===== config.mk =====
export PLATFORM = sky130hd
export DESIGN_NAME = dma_abort_recovery
export DESIGN_NICKNAME = d
export VERILOG_FILES = /design/src/rtl/arc_pkg.sv /design/src/rtl/arc_cycle_timer.sv /design/src/rtl/arc_retry_budget.sv /design/src/rtl/arc_flag_bank.sv /design/src/rtl/dma_abort_recovery.sv
export SDC_FILE = /design/constraint.sdc
export NUM_CORES = 1
export LEC_CHECK = 0
export CORE_AREA = 2 2 60 50
export DETAILED_ROUTE_END_ITERATION = 8
export DIE_AREA = 0 0 62 52
export PLACE_DENSITY = 0.82
export SLEW_MARGIN = 20
export SYNTH_ARGS = -nofsm -noshare
export SYNTH_HDL_FRONTEND = slang
export SYNTH_SLANG_ARGS = --single-unit

===== constraint.sdc =====
create_clock -name clk -period 2.92 [get_ports clk]
set_clock_uncertainty 0.2 [all_clocks]
set_input_delay 0.292 -clock clk [delete_from_list [all_inputs] [get_ports clk]]
set_output_delay 0.292 -clock clk [all_outputs]
set_load 0.005 [all_outputs]

===== src/rtl/arc_pkg.sv =====
package arc_pkg;

  typedef enum logic [2:0] {
    ST_IDLE     = 3'd0,
    ST_DISARMED = 3'd1,
    ST_ABORTED  = 3'd2,
    ST_CLEANUP  = 3'd3,
    ST_DISABLE  = 3'd4,
    ST_RST_LO   = 3'd5,
    ST_RST_HI   = 3'd6
  } seq_state_e;

  localparam logic [1:0] AB_NONE     = 2'd0;
  localparam logic [1:0] AB_DISARMED = 2'd1;
  localparam logic [1:0] AB_ABORTED  = 2'd2;

  localparam int GEN_CHECK_BIT = 18;

  // Engine is idle only with every busy indication low and the scoreboard empty
  function automatic logic engine_quiet(input logic drain, input logic abt,
                                        input logic inten, input logic scb_empty);
    return !drain && !abt && !inten && scb_empty;
  endfunction

  // Ring depth in the low field, generation checking enabled above it
  function automatic logic [31:0] lengen_word(input int unsigned depth);
    logic [31:0] w;
    w = '0;
    w[GEN_CHECK_BIT-1:0] = depth[GEN_CHECK_BIT-1:0];
    w[GEN_CHECK_BIT] = 1'b1;
    return w;
  endfunction

  function automatic logic [1:0] status_of(input seq_state_e s);
    case (s)
      ST_DISARMED:                        return AB_DISARMED;
      ST_ABORTED, ST_CLEANUP, ST_DISABLE: return AB_ABORTED;
      default:                            return AB_NONE;
    endcase
  endfunction

endpackage


===== src/rtl/arc_cycle_timer.sv =====
module arc_cycle_timer #(
  parameter int LIMIT = 20
) (
  input  logic clk,
  input  logic rst_n,
  input  logic clr_i,
  input  logic run_i,
  output logic expired_o
);
  localparam int W = (LIMIT < 2) ? 1 : $clog2(LIMIT + 1);
  localparam logic [W-1:0] LAST = W'(LIMIT - 1);

  logic [W-1:0] cnt_q;

  assign expired_o = (cnt_q == LAST);

  always_ff @(posedge clk) begin
    if (!rst_n)                   cnt_q <= '0;
    else if (clr_i)               cnt_q <= '0;
    else if (run_i && !expired_o) cnt_q <= cnt_q + 1'b1;
  end


  timer_bound_chk: assert property (@(posedge clk) disable iff (!rst_n)
    cnt_q <= LAST);


  timer_hold_chk: assert property (@(posedge clk) disable iff (!rst_n)
    (!run_i && !clr_i) |=> $stable(cnt_q));

endmodule


===== src/rtl/arc_retry_budget.sv =====
module arc_retry_budget #(
  parameter int MAX = 6
) (
  input  logic clk,
  input  logic rst_n,
  input  logic load_i,
  input  logic step_i,
  output logic empty_o
);
  localparam int W = (MAX < 1) ? 1 : $clog2(MAX + 1);
  localparam logic [W-1:0] TOP = W'(MAX);

  logic [W-1:0] cnt_q;

  assign empty_o = (cnt_q == '0);

  always_ff @(posedge clk) begin
    if (!rst_n)                  cnt_q <= TOP;
    else if (load_i)             cnt_q <= TOP;
    else if (step_i && !empty_o) cnt_q <= cnt_q - 1'b1;
  end


  budget_bound_chk: assert property (@(posedge clk) disable iff (!rst_n)
    cnt_q <= TOP);

endmodule


===== src/rtl/arc_flag_bank.sv =====
module arc_flag_bank (
  input  logic clk,
  input  logic rst_n,
  input  logic set_abort_i,
  input  logic set_dis_i,
  input  logic clr_flags_i,
  input  logic en_drop_i,
  input  logic en_raise_i,
  output logic aborting_o,
  output logic disabled_o,
  output logic enable_o
);
  always_ff @(posedge clk) begin
    if (!rst_n) begin
      aborting_o <= 1'b0;
      disabled_o <= 1'b0;
      enable_o   <= 1'b0;
    end else begin
      if (clr_flags_i) begin
        aborting_o <= 1'b0;
        disabled_o <= 1'b0;
      end else begin
        if (set_abort_i) aborting_o <= 1'b1;
        if (set_dis_i)   disabled_o <= 1'b1;
      end
      if (en_drop_i)       enable_o <= 1'b0;
      else if (en_raise_i) enable_o <= 1'b1;
    end
  end
endmodule


===== src/rtl/dma_abort_recovery.sv =====
module dma_abort_recovery
  import arc_pkg::*;
#(
  parameter int RING_DEPTH  = 256,
  parameter int TIMEOUT_CYC = 20,
  parameter int RETRY_MAX   = 6
) (
  input  logic        clk,
  input  logic        rst_n,
  input  logic        abort_req_i,
  input  logic        disabled_irq_i,
  input  logic        hw_drain_busy_i,
  input  logic        hw_abort_busy_i,
  input  logic        hw_int_enable_i,
  input  logic        hw_scb_empty_i,
  input  logic        link_active_i,
  input  logic        running_i,
  input  logic        shutdown_i,
  output logic        flush_active_o,
  output logic        clear_ptrs_o,
  output logic        lengen_wr_o,
  output logic [31:0] lengen_data_o,
  output logic        dma_enable_o,
  output logic        restart_o,
  output logic [1:0]  abort_status_o,
  output logic        aborting_o,
  output logic        disabled_o
);
  localparam logic [31:0] LENGEN_VAL = lengen_word(RING_DEPTH);

  seq_state_e st_q, st_d;

  // named internal events
  logic act, quiet, may_restart, wait_expired, budget_empty;
  logic ev_cleanup, ev_restart, ev_set_abort, ev_set_dis, ev_clr_flags, ev_drop, ev_raise;

  assign act         = !shutdown_i;
  assign quiet       = engine_quiet(hw_drain_busy_i, hw_abort_busy_i,
                                    hw_int_enable_i, hw_scb_empty_i);
  assign may_restart = link_active_i && running_i;

  always_comb begin
    st_d = st_q;
    if (act) begin
      case (st_q)
        ST_IDLE: begin
          if (abort_req_i)                     st_d = ST_DISARMED;
          else if (aborting_o && may_restart)  st_d = ST_RST_LO;
        end
        ST_DISARMED: if (disabled_irq_i || wait_expired) st_d = ST_ABORTED;
        ST_ABORTED:  if (quiet || budget_empty)          st_d = ST_CLEANUP;
        ST_CLEANUP:  st_d = ST_DISABLE;
        ST_DISABLE:  st_d = may_restart ? ST_RST_LO : ST_IDLE;
        ST_RST_LO:   st_d = ST_RST_HI;
        ST_RST_HI:   st_d = ST_IDLE;
        default:     st_d = ST_IDLE;
      endcase
    end
  end

  always_ff @(posedge clk) begin
    if (!rst_n) st_q <= ST_IDLE;
    else        st_q <= st_d;
  end

  assign ev_cleanup   = act && (st_q == ST_CLEANUP);
  assign ev_restart   = act && (st_q == ST_RST_HI);
  assign ev_set_abort = act && (st_q == ST_IDLE) && abort_req_i;
  assign ev_set_dis   = act && (st_q == ST_DISARMED) && (st_d == ST_ABORTED);
  assign ev_clr_flags = act && (st_d == ST_RST_LO) && (st_q != ST_RST_LO);
  assign ev_drop      = ev_cleanup || ev_clr_flags;
  assign ev_raise     = ev_restart;

  arc_cycle_timer #(.LIMIT(TIMEOUT_CYC)) u_timer (
    .clk       (clk),
    .rst_n     (rst_n),
    .clr_i     (st_q != ST_DISARMED),
    .run_i     (act && (st_q == ST_DISARMED)),
    .expired_o (wait_expired)
  );

  arc_retry_budget #(.MAX(RETRY_MAX)) u_budget (
    .clk     (clk),
    .rst_n   (rst_n),
    .load_i  (st_q != ST_ABORTED),
    .step_i  (act && (st_q == ST_ABORTED) && !quiet),
    .empty_o (budget_empty)
  );

  arc_flag_bank u_flags (
    .clk         (clk),
    .rst_n       (rst_n),
    .set_abort_i (ev_set_abort),
    .set_dis_i   (ev_set_dis),
    .clr_flags_i (ev_clr_flags),
    .en_drop_i   (ev_drop),
    .en_raise_i  (ev_raise),
    .aborting_o  (aborting_o),
    .disabled_o  (disabled_o),
    .enable_o    (dma_enable_o)
  );

  assign flush_active_o = ev_cleanup;
  assign clear_ptrs_o   = ev_cleanup;
  assign lengen_wr_o    = ev_cleanup;
  assign lengen_data_o  = ev_cleanup ? LENGEN_VAL : 32'd0;
  assign restart_o      = ev_restart;
  assign abort_status_o = status_of(st_q);


  abort_enter_chk: assert property (@(posedge clk) disable iff (!rst_n)
    (st_q == ST_IDLE && abort_req_i && !shutdown_i) |=> (abort_status_o == AB_DISARMED && aborting_o));


  cleanup_single_chk: assert property (@(posedge clk) disable iff (!rst_n)
    flush_active_o |=> !flush_active_o);


  enable_drop_chk: assert property (@(posedge clk) disable iff (!rst_n)
    flush_active_o |=> !dma_enable_o);


  restart_arms_chk: assert property (@(posedge clk) disable iff (!rst_n)
    restart_o |=> dma_enable_o);


  flags_clear_chk: assert property (@(posedge clk) disable iff (!rst_n)
    restart_o |-> (!aborting_o && !disabled_o && !dma_enable_o));


  no_link_park_chk: assert property (@(posedge clk) disable iff (!rst_n)
    (st_q == ST_DISABLE && !shutdown_i && !may_restart) |=> (st_q == ST_IDLE && aborting_o));


  freeze_chk: assert property (@(posedge clk) disable iff (!rst_n)
    shutdown_i |=> $stable(st_q));


  silent_chk: assert property (@(posedge clk) disable iff (!rst_n)
    shutdown_i |-> (!flush_active_o && !lengen_wr_o && !restart_o));

endmodule


==> impl_metrics.sql <==
INSERT INTO impl_metrics (metric_group, metric, value, unit) VALUES
('outcome', 'run_status', 'complete, no violations', ''),
('synth', 'ys_seq_elements', '14', ''),
('synth', 'mappedNetlistArea', '1080', 'sq um'),
('floorplanning', 'initial_core_utilization', '40.7', '%'),
('worst_setup_path', 'slowest_stage', 'dfxtp_1', ''),
('finish', 'most-common-layout-cells', '30 x conb_1, 21 x clkdlybuf4s50_1, 14 x dfxtp_1', ''),
('job', 'cap_viol_max_count', '0', ''),
('synth', 'ys_types', '38', ''),
('synth', 'synth_enable_flop_cells', '0', ''),
('synth', 'synth-main-ff-cell', 'dfxtp_1', ''),
('worst_setup_path', 'crit_path_start_kind', 'flop', ''),
('clock_network', 'clock-sinks', '14', ''),
('route', 'firstDrtPassIters', '4', ''),
('synth', 'synth_cells', '129', ''),
('worst_setup_path', 'sort_of_element_at_the_end_of_the_critical_path', 'output port', ''),
('clock_network', 'postCtsSetupBuffers', '0', ''),
('min_path', 'timing.hold.worst.class', 'reg -> reg', ''),
('sta', 'fin_hold_ws', '0.289', 'ns'),
('sta', 'post-route-period-util', '83.3', '%'),
('clock_network', 'cts_hold_repair.buffers', '0', ''),
('floorplanning', 'coreArea', '2660', 'sq um'),
('worst_setup_path', 'cp_cell_sequence', 'nand2b_1, nor2_1, clkdlybuf4s50_1', ''),
('grt', 'pin_count_of_the_biggest_net_entering_global_routing', '14', ''),
('worst_setup_path', 'timing.critical_path.arrival', '1.94', 'ns'),
('grt', 'wire_length_of_the_first_global_routing_pass', '3040', 'um'),
('synth', 'yosysWarnings', '0', ''),
('finish', 'insertedDiodeCount', '0', ''),
('sta', 'fmax', '411', 'MHz'),
('sta', 'final_hold_violation_count', '0', ''),
('route', 'route.final.wire_length', '1890', 'um'),
('synth', 'ys_seq_area_share', '25.9', '%'),
('clock_network', 'clock_insertion_delay_worst_skew', '0.28', 'ns'),
('grt', 'number_of_global_route_vias_before_repair', '681', ''),
('sta', 'grt_setup_unrepaired', 'no', ''),
('route', 'route.detailed.drc', '0', ''),
('sta', 'layout_min_cycle_time', '2.43', 'ns'),
('power', 'total_power', '0.392', 'mW'),
('floorplanning', 'ioPinCount', '52', ''),
('placement', 'place_hpwl', '1500', 'um'),
('floorplanning', 'die_h', '52', 'um'),
('clock_network', 'tritoncts', 'done', ''),
('worst_setup_path', 'critical_path_class', 'reg -> out', ''),
('worst_setup_path', 'path_buf_inv', '1', ''),
('finish', 'final_common_cell', 'conb_1', ''),
('route', 'dr.first_iter.drc_count', '18', ''),
('sta', 'finalSetupViolCount', '0', ''),
('grt', 'groute.usage.overall', '12.6', '%'),
('sta', 'drv_slew', '0', ''),
('worst_setup_path', 'timing.critical_path.slowest_cell_delay', '0.58', 'ns'),
('clock_network', 'cts.root.buffer_cell', 'clkbuf_4', ''),
('clock_network', 'cts_inserted_buffers', '3', ''),
('worst_setup_path', 'timing.critical_path.required', '2.43', 'ns'),
('clock_network', 'cts_buffer_depth', '2', ''),
('route', 'wl_per_cell', '10.3', 'um'),
('floorplanning', 'overall_die_width', '62', 'um'),
('power', 'irDropWorstVdd', '0.306', 'mV'),
('clock_network', 'cts_max_level', '1', ''),
('sta', 'setup_total_negative_slack', '0', 'ns'),
('grt', 'grt_overflow', '0', ''),
('synth', 'synth-async-reset-ratio', '0', '%'),
('worst_setup_path', 'gate_family_responsible_for_the_most_delay_along_the_worst_path', 'flip-flops', ''),
('route', 'viasPerCell', '4.49', ''),
('finish', 'final_layout_size_suffix_gt1_share', '6.21', '%'),
('grt', 'initial_antenna_violation_count', '0', ''),
('finish', 'area_growth', '10.9', '%'),
('route', 'vias', '822', ''),
('power', 'power.density_cell_area', '327', 'nW/um^2'),
('clock_network', 'clk_transition_reported_paths', '0.08', 'ns'),
('placement', 'numPortBuffers', '21', ''),
('floorplanning', 'die_area', '3220', 'sq um'),
('power', 'leakagePower', '0.495', 'nW'),
('worst_setup_path', 'crit_fanout', '13', ''),
('synth', 'synthesis.area_per_instance', '8.38', 'sq um'),
('route', 'detail-route-antenna-nets', '0', ''),
('clock_network', 'cts_resized', '0', ''),
('finish', 'number_of_nets_at_the_end_of_the_flow', '161', ''),
('finish', 'fillers', '274', ''),
('placement', 'gpl.final_weighted_congestion', '0.862', ''),
('floorplanning', 'core.rowCount', '17', '');
[worst min-delay path, cell delays in order (launching register included)]
cell and delay [ns]:
dfxtp_1 0.33, nand2_1 0.06, a21oi_1 0.06
[power by group]
group,leakage [nW],switching (mW),internal [mW]
registers,0.114,0.00881,0.196
logic,0.367,0.0398,0.0396
clock network,0.0138,0.0606,0.0478
total,0.495,0.109,0.283
[sequential cells by signal (all words and copies together), names as in the netlist]
| register | count |
|---|---|
| u_budget.cnt_q | 3 |
| u_flags.disabled_o | 1 |
| u_flags.enable_o | 1 |
| st_q | 3 |
| u_flags.aborting_o | 1 |
| u_timer.cnt_q | 5 |
[synthesized netlist by cell type (all sizes together), types with 3 or more instances]
cell type,number,area [sq um]
a21oi,6,30.0
buf,36,272
dfxtp,14,280
ha,3,37.5
inv,5,18.8
nand2,5,18.8
nand2b,3,18.8
nand3,3,15.0
nor2,11,41.3
nor3,3,15.0
nor4b,3,38.8
o21ai,4,20.0
xor2,4,35.0
[metrics by stage]
step                      instances  instance area, sq um  utilization [%]  setup WS [ns]
after floorplan                 158                  1190                -           1.29
after global placement          180                  1180             44.2          0.675
after detailed placement        180                  1180             44.2          0.613
after CTS                       183                  1200             45.1          0.476
after global routing            183                  1200             45.1          0.330
final                           183                  1200             45.1          0.489
[layout make-up]
cell class / instances / area, sq um / area share [%]
Multi-Input combinational cell: 101 / 612 / 51.0
Clock buffer: 3 / 22.5 / 1.88
Sequential cell: 14 / 280 / 23.4
Tap cell: 38 / 47.5 / 3.97
Timing Repair Buffer: 22 / 218 / 18.2
Inverter: 5 / 18.8 / 1.57
[routing by layer]
| layer | up-vias | wire length (um) | GRT usage, % |
|---|---|---|---|
| li1 | 414 | - | - |
| met1 | 385 | 827 | 16.8 |
| met2 | 23 | 930 | 19.3 |
| met3 | 0 | 134 | 5.72 |
| met4 | 0 | 0 | 1.06 |
| met5 | - | 0 | 0 |
[cell families (layout without fill, tap and decap cells)]
group	after synthesis	count (layout)	synth area share (%)
other	1	30	0.347
and+or+nand+nor	41	41	22.9
buffers and inverters	43	30	27.5
adders and majority gates	3	3	3.47
DFF	14	14	25.9
xor gates and xnor gates	6	6	4.86
AOI/OAI and AO/OA	19	19	13.1
muxes	2	2	1.85
[final timing paths]
path / start / endpoint / slack (ns) / cells past startpoint
min reg2reg: u_timer.cnt_q[1] / u_timer.cnt_q[1] / 0.29 / 2
max reg2reg: st_q[0] / u_flags.disabled_o / 1.12 / 4
max: st_q[1] / lengen_data_o[18] / 0.49 / 3
min: u_timer.cnt_q[1] / u_timer.cnt_q[1] / 0.29 / 2
No activity file was read; power rests on OpenSTA's default activity.
